$ cat src/rtl/pwm_pair_pkg.sv
// pwm_pair_pkg: shared types and the register map of the two-channel PWM
// controller. Assumes byte addressing with one 32-bit register per word.
package pwm_pair_pkg;

    // Per-channel control field, bit 0 (run) up to bit 3 (open-drain).
    typedef struct packed {
        logic od;        // bit 3: open-drain drive
        logic force_hi;  // bit 2: force the level high
        logic oe_n;      // bit 1: active-low pad enable
        logic run;       // bit 0: generators running
    } chan_ctl_t;

    localparam chan_ctl_t CTL_RST = 4'b0010;

    localparam int NIB      = 4;    // control bits per channel
    localparam int CTL_OFS  = 0;    // shared control register
    localparam int SEL_OFS  = 4;    // shared output-select register
    localparam int STRIDE   = 8;    // per-channel register spacing
    localparam int WHI_BASE = 8;    // frequency word upper byte
    localparam int WLO_BASE = 12;   // frequency word lower byte
    localparam int ON_BASE  = 24;   // high-time count
    localparam int PER_BASE = 28;   // period count

endpackage

$ cat src/rtl/pwm_pair_regfile.sv
// pwm_pair_regfile: holds the control, select and per-channel registers and
// drives combinational read data. Assumes NCH <= 2, because the per-channel
// blocks of more channels would overlap in the address map.
module pwm_pair_regfile
    import pwm_pair_pkg::*;
#(
    parameter int NCH   = 2,
    parameter int AW    = 8,
    parameter int DW    = 32,
    parameter int CW_W  = 16,
    parameter int CNT_W = 8
) (
    input  logic                           clk,
    input  logic                           rst_n,
    input  logic [AW-1:0]                  bus_addr,
    input  logic                           bus_we,
    input  logic [DW-1:0]                  bus_wdata,
    output logic [DW-1:0]                  bus_rdata,
    output chan_ctl_t [NCH-1:0]            ctl_o,
    output logic [NCH-1:0]                 sel_o,
    output logic [NCH-1:0][CW_W-1:0]       cword_o,
    output logic [NCH-1:0][CNT_W-1:0]      on_o,
    output logic [NCH-1:0][CNT_W-1:0]      per_o
);
    localparam int HB    = CW_W / 2;
    localparam int CTL_W = NIB * NCH;

    chan_ctl_t [NCH-1:0]        ctl_q;
    logic [NCH-1:0]             sel_q;
    logic [NCH-1:0][HB-1:0]     whi_q;
    logic [NCH-1:0][HB-1:0]     wlo_q;
    logic [NCH-1:0][CNT_W-1:0]  on_q;
    logic [NCH-1:0][CNT_W-1:0]  per_q;
    logic                       unused_wdata;

    assign unused_wdata = ^bus_wdata[DW-1:CTL_W];

    // Address comparison for one register of one channel.
    function automatic logic hit(input logic [AW-1:0] a, input int base, input int ch);
        return a == AW'(base + STRIDE * ch);
    endfunction

    // Shared control and select registers: reset, then write on a matching strobe.
    always_ff @(posedge clk) begin
        if (!rst_n) begin
            for (int ch = 0; ch < NCH; ch++) ctl_q[ch] <= CTL_RST;
            sel_q <= '0;
        end else if (bus_we) begin
            if (bus_addr == AW'(CTL_OFS)) ctl_q <= bus_wdata[CTL_W-1:0];
            if (bus_addr == AW'(SEL_OFS))
                for (int ch = 0; ch < NCH; ch++) sel_q[ch] <= bus_wdata[NIB*ch];
        end
    end

    // Per-channel word, high-time and period registers.
    always_ff @(posedge clk) begin
        if (!rst_n) begin
            whi_q <= '0;
            wlo_q <= '0;
            on_q  <= '0;
            per_q <= '0;
        end else if (bus_we) begin
            for (int ch = 0; ch < NCH; ch++) begin
                if (hit(bus_addr, WHI_BASE, ch)) whi_q[ch] <= bus_wdata[HB-1:0];
                if (hit(bus_addr, WLO_BASE, ch)) wlo_q[ch] <= bus_wdata[HB-1:0];
                if (hit(bus_addr, ON_BASE, ch))  on_q[ch]  <= bus_wdata[CNT_W-1:0];
                if (hit(bus_addr, PER_BASE, ch)) per_q[ch] <= bus_wdata[CNT_W-1:0];
            end
        end
    end

    // Read multiplexer: stored values, with unused bits and unmapped addresses at 0.
    always_comb begin
        bus_rdata = '0;
        if (bus_addr == AW'(CTL_OFS)) bus_rdata[CTL_W-1:0] = ctl_q;
        if (bus_addr == AW'(SEL_OFS))
            for (int ch = 0; ch < NCH; ch++) bus_rdata[NIB*ch] = sel_q[ch];
        for (int ch = 0; ch < NCH; ch++) begin
            if (hit(bus_addr, WHI_BASE, ch)) bus_rdata[HB-1:0]    = whi_q[ch];
            if (hit(bus_addr, WLO_BASE, ch)) bus_rdata[HB-1:0]    = wlo_q[ch];
            if (hit(bus_addr, ON_BASE, ch))  bus_rdata[CNT_W-1:0] = on_q[ch];
            if (hit(bus_addr, PER_BASE, ch)) bus_rdata[CNT_W-1:0] = per_q[ch];
        end
    end

    // Outputs to the channel logic.
    always_comb begin
        ctl_o = ctl_q;
        sel_o = sel_q;
        on_o  = on_q;
        per_o = per_q;
        for (int ch = 0; ch < NCH; ch++) cword_o[ch] = {whi_q[ch], wlo_q[ch]};
    end


    ctl_write_chk: assert property (@(posedge clk) disable iff (!rst_n)
        bus_we && bus_addr == AW'(CTL_OFS) |=> ctl_q == $past(bus_wdata[CTL_W-1:0]));


    on_write_chk: assert property (@(posedge clk) disable iff (!rst_n)
        bus_we && bus_addr == AW'(ON_BASE) |=> on_q[0] == $past(bus_wdata[CNT_W-1:0]));


    unmapped_read_chk: assert property (@(posedge clk) disable iff (!rst_n)
        bus_addr >= AW'(PER_BASE + STRIDE * NCH) |-> bus_rdata == '0);

endmodule

$ cat src/rtl/pwm_phase_gen.sv
// pwm_phase_gen: phase accumulator that makes the variable-frequency wave.
// The step is the word itself below half scale, otherwise its two's
// complement. Held at zero while run is clear. Assumes CW_W >= 2.
module pwm_phase_gen #(
    parameter int CW_W = 16
) (
    input  logic            clk,
    input  logic            rst_n,
    input  logic            run,
    input  logic [CW_W-1:0] cword,
    output logic            vf_o,
    output logic            tick_o
);
    logic [CW_W-1:0] acc_q;
    logic [CW_W-1:0] step;
    logic [CW_W-1:0] sum;

    // Step selection and next phase.
    always_comb begin
        step   = cword[CW_W-1] ? (~cword + 1'b1) : cword;
        sum    = acc_q + step;
        tick_o = run & ~acc_q[CW_W-1] & sum[CW_W-1];
        vf_o   = acc_q[CW_W-1];
    end

    // Phase register: cleared by reset or while stopped.
    always_ff @(posedge clk) begin
        if (!rst_n || !run) acc_q <= '0;
        else                acc_q <= sum;
    end


    stop_clears_chk: assert property (@(posedge clk) disable iff (!rst_n)
        !run |=> !vf_o);


    tick_rise_chk: assert property (@(posedge clk) disable iff (!rst_n)
        tick_o |=> vf_o);

endmodule

$ cat src/rtl/pwm_duty_gen.sv
// pwm_duty_gen: counter that advances once per tick, wraps after the period
// value, and is high while below the high time. Held at zero while run is
// clear. A period lowered below the current count wraps at the next tick.
module pwm_duty_gen #(
    parameter int CNT_W = 8
) (
    input  logic             clk,
    input  logic             rst_n,
    input  logic             run,
    input  logic             tick,
    input  logic [CNT_W-1:0] on_cnt,
    input  logic [CNT_W-1:0] per_cnt,
    output logic             cf_o
);
    logic [CNT_W-1:0] cnt_q;

    // Position counter: wraps after the period value.
    always_ff @(posedge clk) begin
        if (!rst_n || !run)   cnt_q <= '0;
        else if (tick)        cnt_q <= (cnt_q >= per_cnt) ? '0 : cnt_q + 1'b1;
    end

    // Output compare.
    assign cf_o = cnt_q < on_cnt;


    cnt_range_chk: assert property (@(posedge clk) disable iff (!rst_n)
        $stable(per_cnt) && cnt_q <= per_cnt |=> cnt_q <= per_cnt);


    hold_no_tick_chk: assert property (@(posedge clk) disable iff (!rst_n)
        run && !tick |=> $stable(cnt_q));

endmodule

$ cat src/rtl/pwm_pad_drv.sv
// pwm_pad_drv: selects the waveform, applies run and force-high, and drives
// the pad in push-pull or open-drain mode. Purely combinational; the clock
// serves only the checks.
module pwm_pad_drv
    import pwm_pair_pkg::*;
(
    input  logic      clk,
    input  logic      rst_n,
    input  chan_ctl_t ctl,
    input  logic      sel_cf,
    input  logic      vf,
    input  logic      cf,
    output logic      pad_o,
    output logic      pad_oe
);
    logic level;

    // Channel level, then pad data and enable for the chosen drive mode.
    always_comb begin
        level = ctl.force_hi | (ctl.run & (sel_cf ? cf : vf));
        if (ctl.od) begin
            pad_o  = 1'b0;
            pad_oe = ~ctl.oe_n & ~level;
        end else begin
            pad_o  = level;
            pad_oe = ~ctl.oe_n;
        end
    end


    force_high_chk: assert property (@(posedge clk) disable iff (!rst_n)
        ctl.force_hi && !ctl.od |-> pad_o);


    stopped_low_chk: assert property (@(posedge clk) disable iff (!rst_n)
        !ctl.run && !ctl.force_hi && !ctl.od |-> !pad_o);


    od_no_high_chk: assert property (@(posedge clk) disable iff (!rst_n)
        ctl.od |-> !pad_o && !(ctl.force_hi && pad_oe));

endmodule

$ cat src/rtl/pwm_pair_regs.sv
// pwm_pair_regs: top of the two-channel PWM controller. The register file
// feeds one phase generator, one duty generator and one pad driver per
// channel. Assumes single-cycle register access on one clock.
module pwm_pair_regs
    import pwm_pair_pkg::*;
#(
    parameter int NCH   = 2,
    parameter int AW    = 8,
    parameter int DW    = 32,
    parameter int CW_W  = 16,
    parameter int CNT_W = 8
) (
    input  logic           clk,
    input  logic           rst_n,
    input  logic [AW-1:0]  bus_addr,
    input  logic           bus_we,
    input  logic [DW-1:0]  bus_wdata,
    output logic [DW-1:0]  bus_rdata,
    output logic [NCH-1:0] pad_o,
    output logic [NCH-1:0] pad_oe
);
    chan_ctl_t [NCH-1:0]        ctl;
    logic [NCH-1:0]             sel;
    logic [NCH-1:0][CW_W-1:0]   cword;
    logic [NCH-1:0][CNT_W-1:0]  on_cnt;
    logic [NCH-1:0][CNT_W-1:0]  per_cnt;
    logic [NCH-1:0]             vf;
    logic [NCH-1:0]             tick;
    logic [NCH-1:0]             cf;

    pwm_pair_regfile #(
        .NCH(NCH), .AW(AW), .DW(DW), .CW_W(CW_W), .CNT_W(CNT_W)
    ) u_regs (
        .clk      (clk),
        .rst_n    (rst_n),
        .bus_addr (bus_addr),
        .bus_we   (bus_we),
        .bus_wdata(bus_wdata),
        .bus_rdata(bus_rdata),
        .ctl_o    (ctl),
        .sel_o    (sel),
        .cword_o  (cword),
        .on_o     (on_cnt),
        .per_o    (per_cnt)
    );

    for (genvar ch = 0; ch < NCH; ch++) begin : g_chan
        pwm_phase_gen #(.CW_W(CW_W)) u_phase (
            .clk   (clk),
            .rst_n (rst_n),
            .run   (ctl[ch].run),
            .cword (cword[ch]),
            .vf_o  (vf[ch]),
            .tick_o(tick[ch])
        );

        pwm_duty_gen #(.CNT_W(CNT_W)) u_duty (
            .clk    (clk),
            .rst_n  (rst_n),
            .run    (ctl[ch].run),
            .tick   (tick[ch]),
            .on_cnt (on_cnt[ch]),
            .per_cnt(per_cnt[ch]),
            .cf_o   (cf[ch])
        );

        pwm_pad_drv u_pad (
            .clk   (clk),
            .rst_n (rst_n),
            .ctl   (ctl[ch]),
            .sel_cf(sel[ch]),
            .vf    (vf[ch]),
            .cf    (cf[ch]),
            .pad_o (pad_o[ch]),
            .pad_oe(pad_oe[ch])
        );
    end

endmodule

$ cat config.mk
export PLATFORM = sky130hd
export DESIGN_NAME = pwm_pair_regs
export DESIGN_NICKNAME = d
export VERILOG_FILES = /design/src/rtl/pwm_pair_pkg.sv /design/src/rtl/pwm_pair_regfile.sv /design/src/rtl/pwm_phase_gen.sv /design/src/rtl/pwm_duty_gen.sv /design/src/rtl/pwm_pad_drv.sv /design/src/rtl/pwm_pair_regs.sv
export SDC_FILE = /design/constraint.sdc
export NUM_CORES = 1
export LEC_CHECK = 0
export BUFFER_PORTS_ARGS = -buffer_cell sky130_fd_sc_hd__buf_2
export CORE_ASPECT_RATIO = 1.75
export CORE_MARGIN = 2
export CORE_UTILIZATION = 44
export DETAILED_ROUTE_END_ITERATION = 10
export PLACE_DENSITY = 0.74
export SYNTH_ARGS = -nofsm -noshare
export SYNTH_HDL_FRONTEND = slang
export SYNTH_SLANG_ARGS = --single-unit
$ cat constraint.sdc
create_clock -name clk -period 5.9 [get_ports clk]
set_input_delay 0 -clock clk [delete_from_list [all_inputs] [get_ports clk]]
set_output_delay 0 -clock clk [all_outputs]
set_load 0.005 [all_outputs]
Yosys cells after proc, flatten, opt, wreduce, memory -nomap -nowiden
Index checks and enable logic that the tools add are counted.

Bits in registers: 122. Output and inout bits: 36. Logic and storage cells: 95.

Add/subtract/negate cells: 6. $lt $le $gt $ge: 4. Eq/ne operators: 9. Mux-type cells: 21. Bitwise gates (word level): 18. Reduce and logical (&&, ||, !) cells: 16.

Operator list (number): $mux 8 (11); $add 16x1->16 const B (2); $add 16x16->16 (2); $eq 8x5->1 const B (4); $mux 16 (2); $not 16->16 (2); $reduce_and 2->1 (10); $add 8x1->8 const B (2); $eq 8x4->1 const B (2); $eq 8x6->1 const B (2); $ge 8x8->1 (2); $lt 8x8->1 (2); $and 1x1->1 (8); $eq 8x3->1 const B (1); $logic_not 8->1 (1); $mux 1 (8); $not 1->1 (6); $logic_not 1->1 (3); $logic_or 1x1->1 (2); $or 1x1->1 (2).

Longest topological paths before layout
Gate-level depths: netlist of the first run.

Depth after elaboration: 11. Gate-level depth with buffers: 17. Mapped depth without buffers: 17.

Modules after synthesis
From an unflattened synthesis of the first run, not the netlist that was laid out.

Cells, all modules: 1023. Area, all modules: 8635.8 sq um.

Modules (own cells, without submodules): pwm_pair_regfile (times used 1, cells an instance 447, area each 3943.8 sq um); pwm_duty_gen (times used 2, cells an instance 93, area each 785.8 sq um); pwm_phase_gen (g_chan[1].u_phase) (times used 1, cells an instance 194, area each 1536.5 sq um); pwm_phase_gen (g_chan[0].u_phase) (times used 1, cells an instance 184, area each 1488.9 sq um); pwm_pad_drv (times used 2, cells an instance 6, area each 47.5 sq um).

Least setup slack after synthesis of the first run
OpenSTA, ideal clock, no wires.

Path type: flip-flop to flip-flop. Start: reg u_regs.wlo_q, in the netlist u_regs.cword_o[19]. End: reg g_chan[1].u_duty.cnt_q[2]. Setup time: 124 ps. Arrival: 3780 ps. Required time: 5776 ps. Path slack: 1996 ps. Stages on the path, launching flop included: 16. Buffers on the path: 0. Cell sequence: dfxtp_1 > or3_1 > or2_2 > or3_2 > or4_1 > o21ai_0 > xnor2_1 > ha_1 > a21o_1 > a211o_1 > nor2_1 > nand2_1 > o221a_2 > and2_2 > o21ai_0 > a21oi_1.

Longest elaborated chain between the ends: 5.

Ends and longest elaborated chain: start: declaration (RTL line pwm_pair_regfile.sv:31) `logic [NCH-1:0][HB-1:0] wlo_q;`; start signal: indexed assignment (RTL line pwm_pair_regfile.sv:65) `if (hit(bus_addr, WLO_BASE, ch)) wlo_q[ch] <= bus_wdata[HB-1:0];`; $not 16->16 (RTL line pwm_phase_gen.sv:20) `step = cword[CW_W-1] ? (~cword + 1'b1) : cword;`; $add 16x1->16 (RTL line pwm_phase_gen.sv:20); $mux 16 * (RTL line pwm_phase_gen.sv:20); $add 16x16->16 * (RTL line pwm_phase_gen.sv:21) `sum = acc_q + step;`; $and 1x1->1 * (RTL line pwm_phase_gen.sv:22) `tick_o = run & ~acc_q[CW_W-1] & sum[CW_W-1];`; end signal: assignment (RTL line pwm_duty_gen.sv:20) `else if (tick) cnt_q <= (cnt_q >= per_cnt) ? '0 : cnt_q + 1'b1;`; end: declaration (RTL line pwm_duty_gen.sv:15) `logic [CNT_W-1:0] cnt_q;`.

Every way passes the cells marked *; elsewhere a longest branch is shown, timed or not. A chain may end at the register's enable or synchronous reset.

Worst setup path after layout of the first run
Ends and elaborated chain as after synthesis.

==> flow_summary.json, run 1 <==
{
  "cts-root-buf": "clkbuf_16",
  "vias": 7307,
  "clk_latency_ps": 420,
  "synth_edf_count": 0,
  "fmax_mhz": 240,
  "layoutNonFillerInstCount": 1264,
  "cp_max_fo": 7,
  "dr.first_iter.drc_count": 651,
  "drt-total-wl_mm": 21.7,
  "worst-path-buf-inv": 0,
  "start_util": 0.444,
  "cts_setup_buffers": 0,
  "setup_tns_ps": 0,
  "htree_num_levels": 4,
  "outcome": "finished clean",
  "clkSlewWorstSetupHoldPaths_ps": 60,
  "die_width_um": 106,
  "tightest_slew_ps": 1100,
  "clkPwrFrac": 0.547,
  "grt_overflow": 0,
  "synth_cell_types": 57,
  "drc": 0,
  "hold_viol_final": 0,
  "cts_buffers": 17,
  "end_kind": "flip-flop",
  "dieArea_um2": 19200,
  "vias_per_cell": 5.78,
  "cp_slowest_cell": "or3_2",
  "grt_start_max_net_pins": 84,
  "diodes": 0,
  "layout-drive-gt1-share": 0.0835,
  "syn_inst": 1004,
  "grt_pass1_vias": 6970,
  "cp.required_ps": 6200,
  "ys_async_sr_fraction": 0,
  "p_switching_mw": 0.424,
  "clockBufferDepth": 2,
  "rows": 65,
  "internal_power_mw": 1.54,
  "total_power_mw": 1.96,
  "ys_warn_count": 0,
  "mostFrequentLayoutCell": "nand2_1",
  "min_path_type": "in2reg",
  "p_leak_nw": 3.41,
  "skew_ps": 7.96,
  "power.density_nw_per_um2": 222,
  "path_cells": "or3_1 > or2_2 > or3_2 > or4_1 > o21ai_0 > xnor2_1 > ha_1 > a21o_1 > a211o_1 > nor2_1 > nand2_1 > o221a_2 > and2_2 > o21ai_0 > a21oi_1",
  "grt_pass1_wl_mm": 34.8,
  "fin_nets": 1131,
  "grt_usage": 0.229,
  "dp_cells": 1226,
  "place.gp.congestion": 0.970,
  "power_frac_comb": 0.032,
  "stdcell_area_um2": 8830,
  "core_area_um2": 17900,
  "cts.sinks": 122,
  "seq_area_frac_synth": 0.307,
  "cts.repair.resized": 0,
  "synth-main-ff-cell": "dfxtp_1",
  "drtPass1Iterations": 7,
  "netlist_area_um2": 7950,
  "period_share": 0.707,
  "antenna_found_initial": 0,
  "wl_per_cell_um": 17.1,
  "area_delta_synth_final_pct": 11.1,
  "switching_share": 0.216,
  "maxCapViolations": 0,
  "placed_area_um2": 8160,
  "ys_ff_latch": 122,
  "slew_headroom": 0.264,
  "critical_path_class": "reg2reg",
  "slowest_delay_ps": 440,
  "cp_data_arrival_time_ps": 4470,
  "synth_top_area_frac": 0.307,
  "io_pins": 79,
  "detail-route-antenna-nets": 0,
  "rsz0062_at_grt": "no",
  "yosys-top-cells-area": "dfxtp_1, ha_1, a21boi_0, nand2_1, nand3_1",
  "start_kind": "flip-flop",
  "maxSlewViolCount": 0,
  "setup_viol": 0,
  "layout_common_cells": "nand2_1, dfxtp_1, nand3_1",
  "dp_hpwl_mm": 15.7,
  "seq_power_share": 0.421,
  "ir_drop_uv": 180,
  "cpMostUsedCell": "o21ai_0",
  "yosys.area.top_type": "dfxtp_1",
  "synth_area_per_cell_um2": 7.91,
  "tritoncts": "yes",
  "port_buffers": 30,
  "finalCriticalPeriod_ps": 4170,
  "critPathTopFamily": "simple AND/OR/NAND/NOR gates",
  "die_h_um": 182,
  "cts_hold_buf": 7
}
-- path summary, 6_finish.rpt --
kind / endpoint / cells past startpoint / slack [ps] / startpoint
worst max-delay path: g_chan[1].u_duty.cnt_q[2] / 15 / 1730 / u_regs.cword_o[19]
worst min-delay path: u_regs.per_o[8] / 3 / 20 / bus_wdata[0]
worst max register to register: g_chan[1].u_duty.cnt_q[2] / 15 / 1730 / u_regs.cword_o[19]
worst min register to register: u_regs.per_o[14] / 2 / 470 / u_regs.per_o[14]
-- worst reg2reg max path: stages, from the launching register on --
cell and delay (ps):
dfxtp_1 370, or3_1 420, or2_2 300, or3_2 440, or4_1 430, o21ai_0 210
xnor2_1 150, ha_1 310, a21o_1 180, a211o_1 340, nor2_1 100, nand2_1 60
o221a_2 330, and2_2 200, o21ai_0 150, a21oi_1 80
-- kinds of logic after synthesis --
kind of cell,share of synthesized area
adder cells (fa/ha/maj),0.112
flip-flops,0.307
XOR/XNOR,0.0562
AND/OR/NAND/NOR,0.240
multiplexers,0.0142
AO/OA/AOI/OAI,0.204
buffers and inverters,0.0657
other,0.000472
-- layout make-up --
| class | count | area [µm²] |
|---|---|---|
| fillers | 1711 | 9060 |
| repair buffers | 47 | 295 |
| multi-input cells | 794 | 5070 |
| inverters | 36 | 135 |
| flip-flops and latches | 122 | 2440 |
| clock inverters | 8 | 118 |
| clock buffers | 23 | 478 |
| well taps | 234 | 293 |
-- layer usage --
layer	part of all wire	GRT usage	routed length, µm
met1	0.36	0.229	7890
met2	0.51	0.421	11100
met3	0.049	0.0388	1060
met4	0.075	0.165	1630
met5	0	0	0
-- flip-flops by register name, summed over array words and instances (netlist names) --
signal and flops:
u_regs.ctl_o 8, u_regs.sel_o 2, g_chan.u_phase.acc_q 32, u_regs.cword_o 32
u_regs.per_o 16, u_regs.on_o 16, g_chan.u_duty.cnt_q 16
-- cells in the mapped netlist (9+ instances only) --
master	count
a211oi_1	9
a21oi_1	37
a21o_1	15
mux2i_1	9
xor2_1	17
nand2b_1	15
inv_1	36
o21ai_0	35
nand3_1	96
a22oi_1	11
and3_1	10
a21boi_0	71
nor3_1	18
clkbuf_1	47
nor2_1	72
ha_1	68
o31ai_1	11
xnor2_1	34
nand2_1	139
buf_4	28
dfxtp_1	122
-- per-stage QoR --
step,setup WS [ps],hold WS (ps),utilization
detailed placement,1730,417,0.456
CTS,1730,2.83,0.493
global placement,1780,411,0.456
floorplan,2000,248,-
finish,1730,16.3,0.493
global route,1450,32.6,0.493
-- power by group through the flow --
stage / Combinational [mW] / Clock, mW / Sequential (mW)
after floorplan: 0.0482 / 0 / 0.843
after global placement: 0.0562 / 0 / 0.844
after detailed placement: 0.0561 / 0 / 0.844
after CTS: 0.0598 / 1.08 / 0.826
after global routing: 0.0652 / 1.12 / 0.825
final: 0.0617 / 1.07 / 0.826
Power figures use the tool's default switching activity.
==> run 2, diff against run 1 <==
--- a/config.mk
+++ b/config.mk
@@ -10,7 +10,7 @@
 export CORE_MARGIN = 2
 export CORE_UTILIZATION = 44
 export DETAILED_ROUTE_END_ITERATION = 10
-export PLACE_DENSITY = 0.74
+export PLACE_DENSITY = 0.77
 export SYNTH_ARGS = -nofsm -noshare
 export SYNTH_HDL_FRONTEND = slang
 export SYNTH_SLANG_ARGS = --single-unit
==> constraint.sdc (replaced) <==
create_clock -name clk -period 3.5 [get_ports clk]
set_input_delay 0 -clock clk [delete_from_list [all_inputs] [get_ports clk]]
set_output_delay 0 -clock clk [all_outputs]
set_load 0.005 [all_outputs]
==> run 2 against run 1 <==
The flow now finishes with violations (negative setup slack). Clock-buffer cell count decreased by 3. Global-route usage up 1.7 points. Clock power is 92% higher. Sequential power increased by 68%. Via count up 6.6%. Highest routed layer unchanged.
==> flow_summary.json, run 2 (synthesis gave the netlist of run 1 again) <==
{
  "maxSlewViolCount": 0,
  "tritoncts": "yes",
  "start_kind": "flip-flop",
  "grt_pass1_wl_mm": 37.8,
  "slowest_delay_ps": 490,
  "layout_common_cells": "nand2_1, dfxtp_1, nand3_1",
  "fin_nets": 1203,
  "grt_overflow": 0,
  "rows": 65,
  "end_kind": "flip-flop",
  "ir_drop_uv": 297,
  "io_pins": 79,
  "grt_start_max_net_pins": 48,
  "dp_hpwl_mm": 17.0,
  "total_power_mw": 3.55,
  "n_fill_cell": 1609,
  "area_delta_synth_final_pct": 22.0,
  "cp.required_ps": 3800,
  "r2r_setup_slack_ps": -260,
  "holdPathEnd": "u_regs.ctl_o[4]",
  "worst_hold_slack_ps": 5.55,
  "slew_headroom": 0.444,
  "violations": "negative setup slack",
  "worst_slack_ps": -262,
  "port_buffers": 30,
  "hold_viol_final": 0,
  "dieArea_um2": 19200,
  "timing.rr.end": "g_chan[1].u_duty.cnt_q[3]",
  "clockBufferDepth": 2,
  "rsz0062_at_grt": "yes",
  "wl_per_cell_um": 17.5,
  "cts.sinks": 122,
  "drtPass1Iterations": 6,
  "grt_usage": 0.246,
  "worst-path-buf-inv": 0,
  "maxCapViolations": 0,
  "worstHoldStart": "bus_wdata[4]",
  "diodes": 0,
  "fin_util": 0.542,
  "path_cells": "or3_4 > or2_4 > or3_4 > or4_4 > o21ai_2 > xnor2_1 > ha_1 > a21o_1 > a211o_1 > nor2_1 > nand2_1 > o221a_4 > and2_4 > o21ai_2 > a21oi_1",
  "layoutNonFillerInstCount": 1337,
  "detail-route-antenna-nets": 0,
  "cts_buffers": 17,
  "mostFrequentLayoutCell": "nand2_1",
  "fmax_mhz": 266,
  "min_path_cells": 3,
  "outcome": "finished with violations",
  "drt-total-wl_mm": 23.4,
  "pre_cts_slack_ps": -281,
  "r2r-start": "u_regs.cword_o[21]",
  "period_share": 1.07,
  "vias": 7790,
  "antenna_found_initial": 0,
  "core_area_um2": 17900,
  "cp_data_arrival_time_ps": 4060,
  "setup_viol": 9,
  "cp_max_fo": 7,
  "htree_num_levels": 4,
  "tightest_slew_ps": 834,
  "p_leak_nw": 3.93,
  "ff2ff_path_depth": 15,
  "start_util": 0.444,
  "clk_latency_ps": 420,
  "skew_ps": 7.07,
  "critPathTopFamily": "simple AND/OR/NAND/NOR gates",
  "vias_per_cell": 5.83,
  "finalCriticalPeriod_ps": 3760,
  "critical_path_class": "reg2reg",
  "drc": 0,
  "grt_pass1_vias": 7752,
  "place.gp.congestion": 0.981,
  "min_path_type": "in2reg",
  "dr.first_iter.drc_count": 681,
  "dp_cells": 1295,
  "power.density_nw_per_um2": 367,
  "cp_slowest_cell": "or4_4",
  "clkSlewWorstSetupHoldPaths_ps": 60,
  "die_width_um": 106,
  "cts-root-buf": "clkbuf_16",
  "layout-drive-gt1-share": 0.184,
  "die_h_um": 182
}
==> run 2: changes by cell type in the layout (fill, tap and decap cells not counted), sizes merged <==
cell,delta
bufinv,+3
clkinvlp,-1
dlygate4sd3,-1
buf,+73
clkinv,+2
clkbuf,-3
==> run 2: final cells by class <==
cell class              instances  area (µm²)  share of cell area
clock buffers                  20         467              0.0481
clock inverters                12         218              0.0225
inverters                      36         135              0.0139
multi-input cells             794        5300               0.546
flip-flops and latches        122        2440               0.252
well taps                     234         293              0.0302
repair buffers                119         841              0.0867
==> run 2: how the worst max path moves through the flow <==
stage | start | end | slack, ps | depth (start not counted)
after global routing | u_regs.cword_o[21] | g_chan[1].u_duty.cnt_q[2] | -410 | 15
final | u_regs.cword_o[21] | g_chan[1].u_duty.cnt_q[3] | -260 | 15
after detailed placement | u_regs.cword_o[21] | g_chan[1].u_duty.cnt_q[2] | -280 | 15
after floorplan | u_regs.cword_o[21] | g_chan[1].u_duty.cnt_q[7] | -160 | 15
after CTS | u_regs.cword_o[21] | g_chan[1].u_duty.cnt_q[7] | -230 | 15
after global placement | u_regs.cword_o[21] | g_chan[1].u_duty.cnt_q[2] | -220 | 15
==> run 2: timing repair <==
item,CTS,global route
setup endpoints to repair,15,18
hold endpoints to repair,29,0
hold buffers,6,0
resized for setup,18,31
buffers inserted,2,2
pin swaps,7,19
==> run 2: per-layer routing <==
layer	GRT usage	up-vias	part of all wire
met2	0.453	307	0.52
met3	0.0370	129	0.052
met5	0	-	0
met4	0.181	0	0.083
li1	-	3675	-
met1	0.245	3679	0.35
==> run 2: worst min-delay path: stages <==
cell and delay, ps:
buf_2 200, nand3_1 100, a21boi_0 70
==> run 2: power breakdown <==
group,switching [mW],total (mW),internal [mW]
Sequential,0.00130,1.39,1.39
Combinational,0.0744,0.108,0.0341
Clock,0.664,2.05,1.39
==> run 2: per-stage QoR <==
stage	TNS, ps	area (µm²)
6_report	-2040	9690
3_3_place_gp	-1550	8720
2_1_floorplan	-1170	8070
3_5_place_dp	-2390	8720
4_1_cts	-1800	9550
5_1_grt	-3330	9690
